`src/rtl/cond_eval_pkg.sv`:
```
package cond_eval_pkg;

    localparam int CODE_W    = 4;
    localparam int SEL_W     = 4;
    localparam int PIN_CNT   = 14;
    localparam int SEL_SLOTS = 1 << SEL_W;
    localparam int LOW_PINS  = 8;
    localparam int XSIGN_IDX = 8;
    localparam int SOVF_IDX  = 9;
    localparam int SKIP      = 2;

    typedef enum logic [CODE_W-1:0] {
        CC_ZERO   = 4'h0,
        CC_NZERO  = 4'h1,
        CC_POS    = 4'h2,
        CC_NPOS   = 4'h3,
        CC_NEG    = 4'h4,
        CC_NNEG   = 4'h5,
        CC_AOVF   = 4'h6,
        CC_NAOVF  = 4'h7,
        CC_CARRY  = 4'h8,
        CC_NCARRY = 4'h9,
        CC_SW     = 4'hA,
        CC_NSW    = 4'hB,
        CC_MOVF   = 4'hC,
        CC_NMOVF  = 4'hD,
        CC_CNTRUN = 4'hE,
        CC_ALWAYS = 4'hF
    } cond_code_e;

    typedef struct packed {
        logic zero;
        logic neg;
        logic aovf;
        logic carry;
        logic movf;
        logic cnt_exp;
    } stat_flags_t;

    function automatic logic cond_resolve(cond_code_e code, stat_flags_t f, logic sw_hit);
        logic r;
        case (code)
            CC_ZERO:   r = f.zero;
            CC_NZERO:  r = !f.zero;
            CC_POS:    r = !f.zero && !f.neg;
            CC_NPOS:   r = f.zero || f.neg;
            CC_NEG:    r = f.neg;
            CC_NNEG:   r = !f.neg;
            CC_AOVF:   r = f.aovf;
            CC_NAOVF:  r = !f.aovf;
            CC_CARRY:  r = f.carry;
            CC_NCARRY: r = !f.carry;
            CC_SW:     r = sw_hit;
            CC_NSW:    r = !sw_hit;
            CC_MOVF:   r = f.movf;
            CC_NMOVF:  r = !f.movf;
            CC_CNTRUN: r = !f.cnt_exp;
            default:   r = 1'b1;
        endcase
        return r;
    endfunction

endpackage

```
`src/rtl/pin_sync.sv`:
```
module pin_sync #(
    parameter int WIDTH  = 14,
    parameter int STAGES = 2
) (
    input  logic             clk,
    input  logic             rst,
    input  logic [WIDTH-1:0] pin_async,
    output logic [WIDTH-1:0] pin_sync_o
);
    logic [WIDTH-1:0] stage_q [STAGES];

    generate
        for (genvar s = 0; s < STAGES; s++) begin : g_stage
            if (s == 0) begin : g_first
                always_ff @(posedge clk) begin
                    if (rst) stage_q[s] <= '0;
                    else     stage_q[s] <= pin_async;
                end
            end else begin : g_next
                always_ff @(posedge clk) begin
                    if (rst) stage_q[s] <= '0;
                    else     stage_q[s] <= stage_q[s-1];
                end
            end
        end
    endgenerate

    assign pin_sync_o = stage_q[STAGES-1];


    sync_first_chk: assert property (@(posedge clk) disable iff (rst)
        !$past(rst) |-> stage_q[0] == $past(pin_async));

endmodule

```
`src/rtl/sel_reg.sv`:
```
module sel_reg #(
    parameter int SEL_W = 4
) (
    input  logic             clk,
    input  logic             rst,
    input  logic             wr_en,
    input  logic [SEL_W-1:0] wr_data,
    output logic [SEL_W-1:0] sel_q
);
    always_ff @(posedge clk) begin
        if (rst)        sel_q <= '0;
        else if (wr_en) sel_q <= wr_data;
    end


    sel_hold_chk: assert property (@(posedge clk) disable iff (rst)
        !wr_en |=> $stable(sel_q));


    sel_load_chk: assert property (@(posedge clk) disable iff (rst)
        wr_en |=> sel_q == $past(wr_data));

endmodule

```
`src/rtl/sw_cond_mux.sv`:
```
module sw_cond_mux
    import cond_eval_pkg::*;
#(
    parameter int PINS = PIN_CNT
) (
    input  logic [SEL_W-1:0] sel,
    input  logic [PINS-1:0]  pin,
    input  logic             xsign,
    input  logic             sovf,
    output logic             hit
);
    logic [SEL_SLOTS-1:0] slot;

    generate
        for (genvar i = 0; i < SEL_SLOTS; i++) begin : g_slot
            if (i < LOW_PINS) begin : g_lo
                assign slot[i] = pin[i];
            end else if (i == XSIGN_IDX) begin : g_xs
                assign slot[i] = xsign;
            end else if (i == SOVF_IDX) begin : g_sv
                assign slot[i] = sovf;
            end else begin : g_hi
                assign slot[i] = pin[i-SKIP];
            end
        end
    endgenerate

    assign hit = slot[sel];

endmodule

```
`src/rtl/cond_eval_top.sv`:
```
module cond_eval_top
    import cond_eval_pkg::*;
#(
    parameter int SYNC_STAGES = 2
) (
    input  logic               clk,
    input  logic               rst,
    input  logic [CODE_W-1:0]  cond_code,
    input  logic               st_zero,
    input  logic               st_neg,
    input  logic               st_aovf,
    input  logic               st_carry,
    input  logic               st_movf,
    input  logic               st_sovf,
    input  logic               st_xsign,
    input  logic               cnt_expired,
    input  logic [PIN_CNT-1:0] flag_pin,
    input  logic               sel_wr_en,
    input  logic [SEL_W-1:0]   sel_wr_data,
    output logic               cond_pass
);
    logic [PIN_CNT-1:0] pin_s;
    logic [SEL_W-1:0]   sel_cur;
    logic               sw_hit;
    stat_flags_t        flags;
    logic               pass_d;

    pin_sync #(.WIDTH(PIN_CNT), .STAGES(SYNC_STAGES)) sync_i (
        .clk(clk), .rst(rst), .pin_async(flag_pin), .pin_sync_o(pin_s)
    );

    sel_reg #(.SEL_W(SEL_W)) sel_i (
        .clk(clk), .rst(rst), .wr_en(sel_wr_en), .wr_data(sel_wr_data), .sel_q(sel_cur)
    );

    sw_cond_mux #(.PINS(PIN_CNT)) mux_i (
        .sel(sel_cur), .pin(pin_s), .xsign(st_xsign), .sovf(st_sovf), .hit(sw_hit)
    );

    always_comb begin
        flags.zero    = st_zero;
        flags.neg     = st_neg;
        flags.aovf    = st_aovf;
        flags.carry   = st_carry;
        flags.movf    = st_movf;
        flags.cnt_exp = cnt_expired;
        pass_d        = cond_resolve(cond_code_e'(cond_code), flags, sw_hit);
    end

    always_ff @(posedge clk) begin
        if (rst) cond_pass <= 1'b0;
        else     cond_pass <= pass_d;
    end


    reset_low_chk: assert property (@(posedge clk) rst |=> !cond_pass);


    always_true_chk: assert property (@(posedge clk) disable iff (rst)
        cond_code == 4'hF |=> cond_pass);


    zero_code_chk: assert property (@(posedge clk) disable iff (rst)
        cond_code == 4'h0 |=> cond_pass == $past(st_zero));


    carry_code_chk: assert property (@(posedge clk) disable iff (rst)
        cond_code == 4'h8 |=> cond_pass == $past(st_carry));


    sw_code_chk: assert property (@(posedge clk) disable iff (rst)
        cond_code == 4'hA |=> cond_pass == $past(sw_hit));


    nsw_code_chk: assert property (@(posedge clk) disable iff (rst)
        cond_code == 4'hB |=> cond_pass == !$past(sw_hit));

endmodule

```
`config.mk`:
```
export PLATFORM = sky130hd
export DESIGN_NAME = cond_eval_top
export DESIGN_NICKNAME = d
export VERILOG_FILES = /design/src/rtl/cond_eval_pkg.sv /design/src/rtl/pin_sync.sv /design/src/rtl/sel_reg.sv /design/src/rtl/sw_cond_mux.sv /design/src/rtl/cond_eval_top.sv
export SDC_FILE = /design/constraint.sdc
export NUM_CORES = 1
export LEC_CHECK = 0
export BUFFER_PORTS_ARGS = -buffer_cell sky130_fd_sc_hd__buf_2
export CAP_MARGIN = 10
export CORE_ASPECT_RATIO = 1.75
export CORE_MARGIN = 2
export CORE_UTILIZATION = 30
export CTS_CLUSTER_SIZE = 40
export DETAILED_ROUTE_END_ITERATION = 7
export PLACE_DENSITY_LB_ADDON = 0.15
export SYNTH_ARGS = -nofsm -noshare
export SYNTH_HDL_FRONTEND = slang
export SYNTH_SLANG_ARGS = --single-unit
```
`constraint.sdc`:
```
create_clock -name clk -period 1.94 [get_ports clk]
set_input_delay 0.194 -clock clk [delete_from_list [all_inputs] [get_ports clk]]
set_output_delay 0.194 -clock clk [all_outputs]
set_load 0.005 [all_outputs]
```
==> impl_metrics.env, run 1 <==
export IMPL_multi_input_area_um2=522
export IMPL_die_y_um=89.1
export IMPL_num_fill_cells=434
export IMPL_yosys_warnings=0
export IMPL_synth_edf_count=0
export IMPL_dieArea_um2=4690
export IMPL_max_freq_mhz=628
export IMPL_synth_fp_nets=139
export IMPL_firstDrtPassIters=4
export IMPL_io_pin_count=34
export IMPL_seq_area_um2=661
export IMPL_ys_seq_area_share_pct=53.2
export IMPL_grt_max_degree=27
export IMPL_async_reset_ff_share_pct=0
export IMPL_p_leak_nw=0.657
export IMPL_via_per_inst=4.29
export IMPL_cp_required_ns=2.14
export IMPL_ir_worst_vdd_mv=0.618
export IMPL_drv_cap=0
export IMPL_clock_root_buffer="clkbuf_8"
export IMPL_status="complete, no violations"
export IMPL_start_util_pct=30.5
export IMPL_tns_ns=0
export IMPL_synth_main_ff_cell="dfxtp_1"
export IMPL_grt_pass1_wl_um=3480
export IMPL_numCtsBuffers=5
export IMPL_slew_headroom_pct=83.8
export IMPL_die_w_um=52.6
export IMPL_syn_to_final_growth_pct=21.2
export IMPL_drive_gt1_share_pct=31.2
export IMPL_p_per_area_nw_per_um2=884
export IMPL_cts_max_level=2
export IMPL_dr_total_vias=815
export IMPL_initialDrtViolationCount=18
export IMPL_port_buffers=33
export IMPL_cp_data_arrival_time_ns=1.79
export IMPL_worst_setup_path_end_kind="flip-flop"
export IMPL_finalSetupViolations=0
export IMPL_start_kind="flip-flop"
export IMPL_post_cts_buffers=0
export IMPL_grt_ovfl_total=0
export IMPL_final_antenna_net_count=0
export IMPL_ctsHoldBuffers=0
export IMPL_cts_tree="yes"
export IMPL_grt_usage_pct=10.6
export IMPL_clock_sinks=33
export IMPL_instances_no_fill=190
export IMPL_wl_um=2170
export IMPL_core_um2=4070
export IMPL_fin_skew_ns=0.00440
export IMPL_cts_resized=0
export IMPL_syn_area_um2=1240
export IMPL_worst_pin_slew_ns=0.244
export IMPL_crit_type="flip-flop to flip-flop"
export IMPL_ys_types=22
export IMPL_final_nets=173
export IMPL_dp_hpwl_um=1680
export IMPL_finalMaxSlewViolations=0
export IMPL_syn_avg_cell_area_um2=11.7
export IMPL_critPathMaxFanout=5
export IMPL_grt_setup_unrepaired="false"
export IMPL_fin_crit_sh_pct=82.1
export IMPL_drc=0
export IMPL_clock_path_buffers=2
export IMPL_synth_cells=106
export IMPL_hold_viol_final=0
export IMPL_clkTransAtPathRegs_ns=0.07
export IMPL_antenna_found_initial=0
export IMPL_hold_path_class="input pin to flip-flop"
export IMPL_diodes=0
export IMPL_place_congestion=0.640
export IMPL_clk_latency_ns=0.28
export IMPL_period_minus_slack_ns=1.59
export IMPL_reg2reg_slack_ns=0.35
export IMPL_rows=31
export IMPL_dp_cells=182
export IMPL_first_global_vias=844
export IMPL_wl_per_cell_um=11.4
export IMPL_synth_seq_cells=33
## worst max-delay path, stage by stage, from the launching register on
cell and delay [ns]:
dfxtp_1 0.44, mux4_1 0.59, mux2i_1 0.14, mux2_1 0.17
nand4_1 0.10, o221ai_1 0.08
## cell families (layout without fill, tap and decap cells)
| group | Yosys count | after routing | share of synthesized area, % |
|---|---|---|---|
| AO/OA/AOI/OAI | 7 | 7 | 4.53 |
| multiplexers | 12 | 12 | 15.0 |
| XOR/XNOR | 3 | 3 | 2.12 |
| AND/OR/NAND/NOR | 43 | 43 | 20.3 |
| flip-flops | 33 | 33 | 53.2 |
| buffers and inverters | 8 | 43 | 4.83 |
## per-layer routing
layer	wire (µm)	vias to the layer above	share of wire [%]	track usage [%]
li1	-	423	-	-
met1	723	362	33	8.22
met2	1290	26	59	20.8
met3	111	4	5.1	3.34
met4	46	0	2.1	7.46
met5	0	-	0	0
## area by class of cell
cell class,count,share of cell area [%]
flip-flops and latches,33,43.9
multi-input cells,65,34.6
repair buffers,34,11.5
clock buffers,5,4.57
well taps,49,4.07
clock inverters,3,1.16
inverters,1,0.249
## cells in the mapped netlist (2+ instances only)
| cell | instances | area (µm²) |
|---|---|---|
| and2b_2 | 2 | 17.5 |
| buf_6 | 4 | 45.0 |
| clkbuf_1 | 3 | 11.3 |
| dfxtp_1 | 33 | 661 |
| mux2i_1 | 7 | 70.1 |
| mux4_1 | 4 | 105 |
| nand2b_1 | 2 | 12.5 |
| nor2_1 | 8 | 30.0 |
| nor2b_1 | 28 | 175 |
| o221ai_1 | 2 | 17.5 |
| xnor2_1 | 2 | 17.5 |
## worst paths after layout
| check | startpoint | endpoint | depth (start not counted) |
|---|---|---|---|
| min reg2reg | sync_i.stage_q[0][7] | sync_i.stage_q[1][7] | 1 |
| max reg2reg | sel_i.sel_q[0] | cond_pass | 5 |
| min | flag_pin[2] | sync_i.stage_q[0][2] | 2 |
| max | sel_i.sel_q[0] | cond_pass | 5 |
## placed cells by master (no fill, tap or decap)
| master | synthesis | layout |
|---|---|---|
| mux4_1 | 4 | 4 |
| clkbuf_8 | 0 | 5 |
| inv_1 | 1 | 1 |
| dfxtp_1 | 33 | 33 |
| a21oi_1 | 1 | 1 |
| xor2_1 | 1 | 1 |
| mux2i_1 | 7 | 7 |
| o221ai_1 | 2 | 2 |
| clkinvlp_4 | 0 | 1 |
| o311a_1 | 1 | 1 |
| nor2_1 | 8 | 8 |
| buf_4 | 0 | 1 |
| clkinv_2 | 0 | 2 |
| and2b_2 | 2 | 2 |
| xnor2_1 | 2 | 2 |
| buf_2 | 0 | 33 |
| o211ai_1 | 1 | 1 |
| and3_1 | 1 | 1 |
| a32o_1 | 1 | 1 |
| o22ai_1 | 1 | 1 |
| mux2_1 | 1 | 1 |
| nand4_1 | 1 | 1 |
| nor2b_1 | 28 | 28 |
| nand2b_1 | 2 | 2 |
| nand3_1 | 1 | 1 |
## registers in the layout, summed over array words and instances (netlist names)
name	flops
sync_i.stage_q	28
sel_i.sel_q	4
cond_pass	1
## report_power, final
| group | leakage [nW] | switching (mW) | internal, mW | total (mW) |
|---|---|---|---|---|
| Combinational | 0.340 | 0.0515 | 0.0728 | 0.124 |
| Sequential | 0.273 | 0.0120 | 0.712 | 0.724 |
| Clock | 0.0439 | 0.237 | 0.247 | 0.484 |
## per-stage QoR
step / util, % / hold slack (ns) / total power [mW] / area, µm² / setup slack, ns
finish: 37.0 / 0.121 / 1.33 / 1510 / 0.347
global route: 37.0 / 0.117 / 1.41 / 1510 / 0.193
CTS: 37.0 / 0.111 / 1.36 / 1510 / 0.333
detailed placement: 34.9 / 0.407 / 0.866 / 1420 / 0.360
global placement: 34.9 / 0.402 / 0.861 / 1420 / 0.444
floorplan: - / 0.266 / 0.820 / 1240 / 0.498
Power figures use the tool's default switching activity.
==> inputs of run 2 (changes only) <==
clock period = 1.6 ns   (was 1.94 ns; I/O delays follow)
==> impl_metrics.env, run 2 (synthesis gave the netlist of run 1 again) <==
export IMPL_status="complete, no violations"
export IMPL_max_freq_mhz=663
export IMPL_grt_usage_pct=10.7
export IMPL_r2r_cells=5
export IMPL_reg_largest_list="sync_i.stage_q (28), sel_i.sel_q (4), cond_pass (1)"
export IMPL_syn_to_final_growth_pct=24.0
export IMPL_largest_register="sync_i.stage_q"
export IMPL_grt_use_met1_pct=8.02
export IMPL_grt_setup_unrepaired="false"
export IMPL_finalSetupViolations=0
export IMPL_drive_gt1_share_pct=31.2
export IMPL_final_cell_mix="33 x buf_2, 32 x dfxtp_1, 28 x nor2b_1, 8 x nor2_1, 7 x mux2i_1"
export IMPL_initialDrtViolationCount=8
export IMPL_diodes=0
export IMPL_place_congestion=0.709
export IMPL_worst_setup_path_end_kind="flip-flop"
export IMPL_via_per_inst=4.33
export IMPL_worst_pin_slew_ns=0.245
export IMPL_dieArea_um2=4690
export IMPL_dp_slack_ns=0.00681
export IMPL_firstDrtPassIters=4
export IMPL_reg2reg_slack_ns=0.09
export IMPL_clock_path_buffers=2
export IMPL_dp_hpwl_um=1700
export IMPL_antenna_found_initial=0
export IMPL_post_cts_buffers=0
export IMPL_timing_hold_ws_ns=0.0799
export IMPL_cp_required_ns=1.80
export IMPL_critPathMaxFanout=5
export IMPL_timing_final_ws_setup_ns=0.0919
export IMPL_slew_headroom_pct=83.7
export IMPL_hold_path_class="input pin to flip-flop"
export IMPL_core_um2=4070
export IMPL_drv_cap=0
export IMPL_rows=31
export IMPL_p_leak_nw=0.672
export IMPL_cts_tree="yes"
export IMPL_clock_root_buffer="clkbuf_8"
export IMPL_finalPower_mw=1.81
export IMPL_grt_pass1_wl_um=3420
export IMPL_endpoint="cond_pass"
export IMPL_rr_endpoint="cond_pass"
export IMPL_drc=0
export IMPL_grt_use_met2_pct=20.5
export IMPL_cts_max_level=2
export IMPL_final_antenna_net_count=0
export IMPL_dr_total_vias=823
export IMPL_clkTransAtPathRegs_ns=0.07
export IMPL_dpl_cell_area_um2=1420
export IMPL_fin_crit_sh_pct=94.3
export IMPL_start_util_pct=30.5
export IMPL_first_global_vias=794
export IMPL_hold_viol_final=0
export IMPL_wl_per_cell_um=11.5
export IMPL_final_area_um2=1540
export IMPL_wl_um=2190
export IMPL_cts_resized=1
export IMPL_ir_worst_vdd_mv=0.647
export IMPL_largest_reg_flops=28
export IMPL_rr_startpoint="sel_i.sel_q[0]"
export IMPL_start_kind="flip-flop"
export IMPL_final_common_cell="buf_2"
export IMPL_period_minus_slack_ns=1.51
export IMPL_die_w_um=52.6
export IMPL_crit_type="flip-flop to flip-flop"
export IMPL_clk_latency_ns=0.28
export IMPL_cp_data_arrival_time_ns=1.71
export IMPL_clock_sinks=33
export IMPL_fin_skew_ns=0.00830
export IMPL_die_y_um=89.1
export IMPL_tns_ns=0
export IMPL_finalMaxSlewViolations=0
export IMPL_numCtsBuffers=5
export IMPL_port_buffers=33
export IMPL_final_nets=173
export IMPL_crit_start="sel_i.sel_q[0]"
export IMPL_ctsHoldBuffers=0
export IMPL_use_met3_pct=3.18
export IMPL_grt_max_degree=27
export IMPL_p_per_area_nw_per_um2=1180
export IMPL_top_usage_layer="met2"
export IMPL_grt_ovfl_total=0
export IMPL_io_pin_count=34
==> run 2: worst max-delay path, cell delays in order (launching register included) <==
cell,delay (ns)
dfxtp_4,0.38
mux4_1,0.56
mux2i_1,0.15
mux2_1,0.17
nand4_1,0.10
o221ai_1,0.08
==> run 2: worst min-delay path by stage <==
stage | from | end | cells after the start
CTS | flag_pin[12] | sync_i.stage_q[0][12] | 2
global placement | flag_pin[13] | sync_i.stage_q[0][13] | 2
floorplan | rst | sync_i.stage_q[0][3] | 1
finish | flag_pin[12] | sync_i.stage_q[0][12] | 2
detailed placement | flag_pin[12] | sync_i.stage_q[0][12] | 2
global route | flag_pin[0] | sync_i.stage_q[0][0] | 2
==> run 2: power breakdown <==
group	internal [mW]	total (mW)	switching (mW)
clock network	0.507	0.787	0.280
registers	0.863	0.877	0.0149
logic	0.0882	0.151	0.0624
==> run 2: cell type report <==
cell class	count	area [µm²]
clock buffer	7	86.3
clock inverter	1	30.0
sequential	33	664
multi-input combinational	65	522
inverter	1	3.75
fill	428	2530
timing repair buffer	34	173
tap	49	61.3
==> run 2: routing by layer <==
metal	up-vias	wire, µm	part of all wire (%)
met2	28	1260	57
met3	8	116	5.3
met5	-	0	0
met1	364	719	33
li1	423	-	-
met4	0	99	4.5
==> run 2: metrics by stage <==
stage / utilization (%) / std cells
2_1_floorplan: - / 106
3_3_place_gp: 34.9 / 182
3_5_place_dp: 34.9 / 182
4_1_cts: 37.8 / 190
5_1_grt: 37.8 / 190
6_report: 37.8 / 190
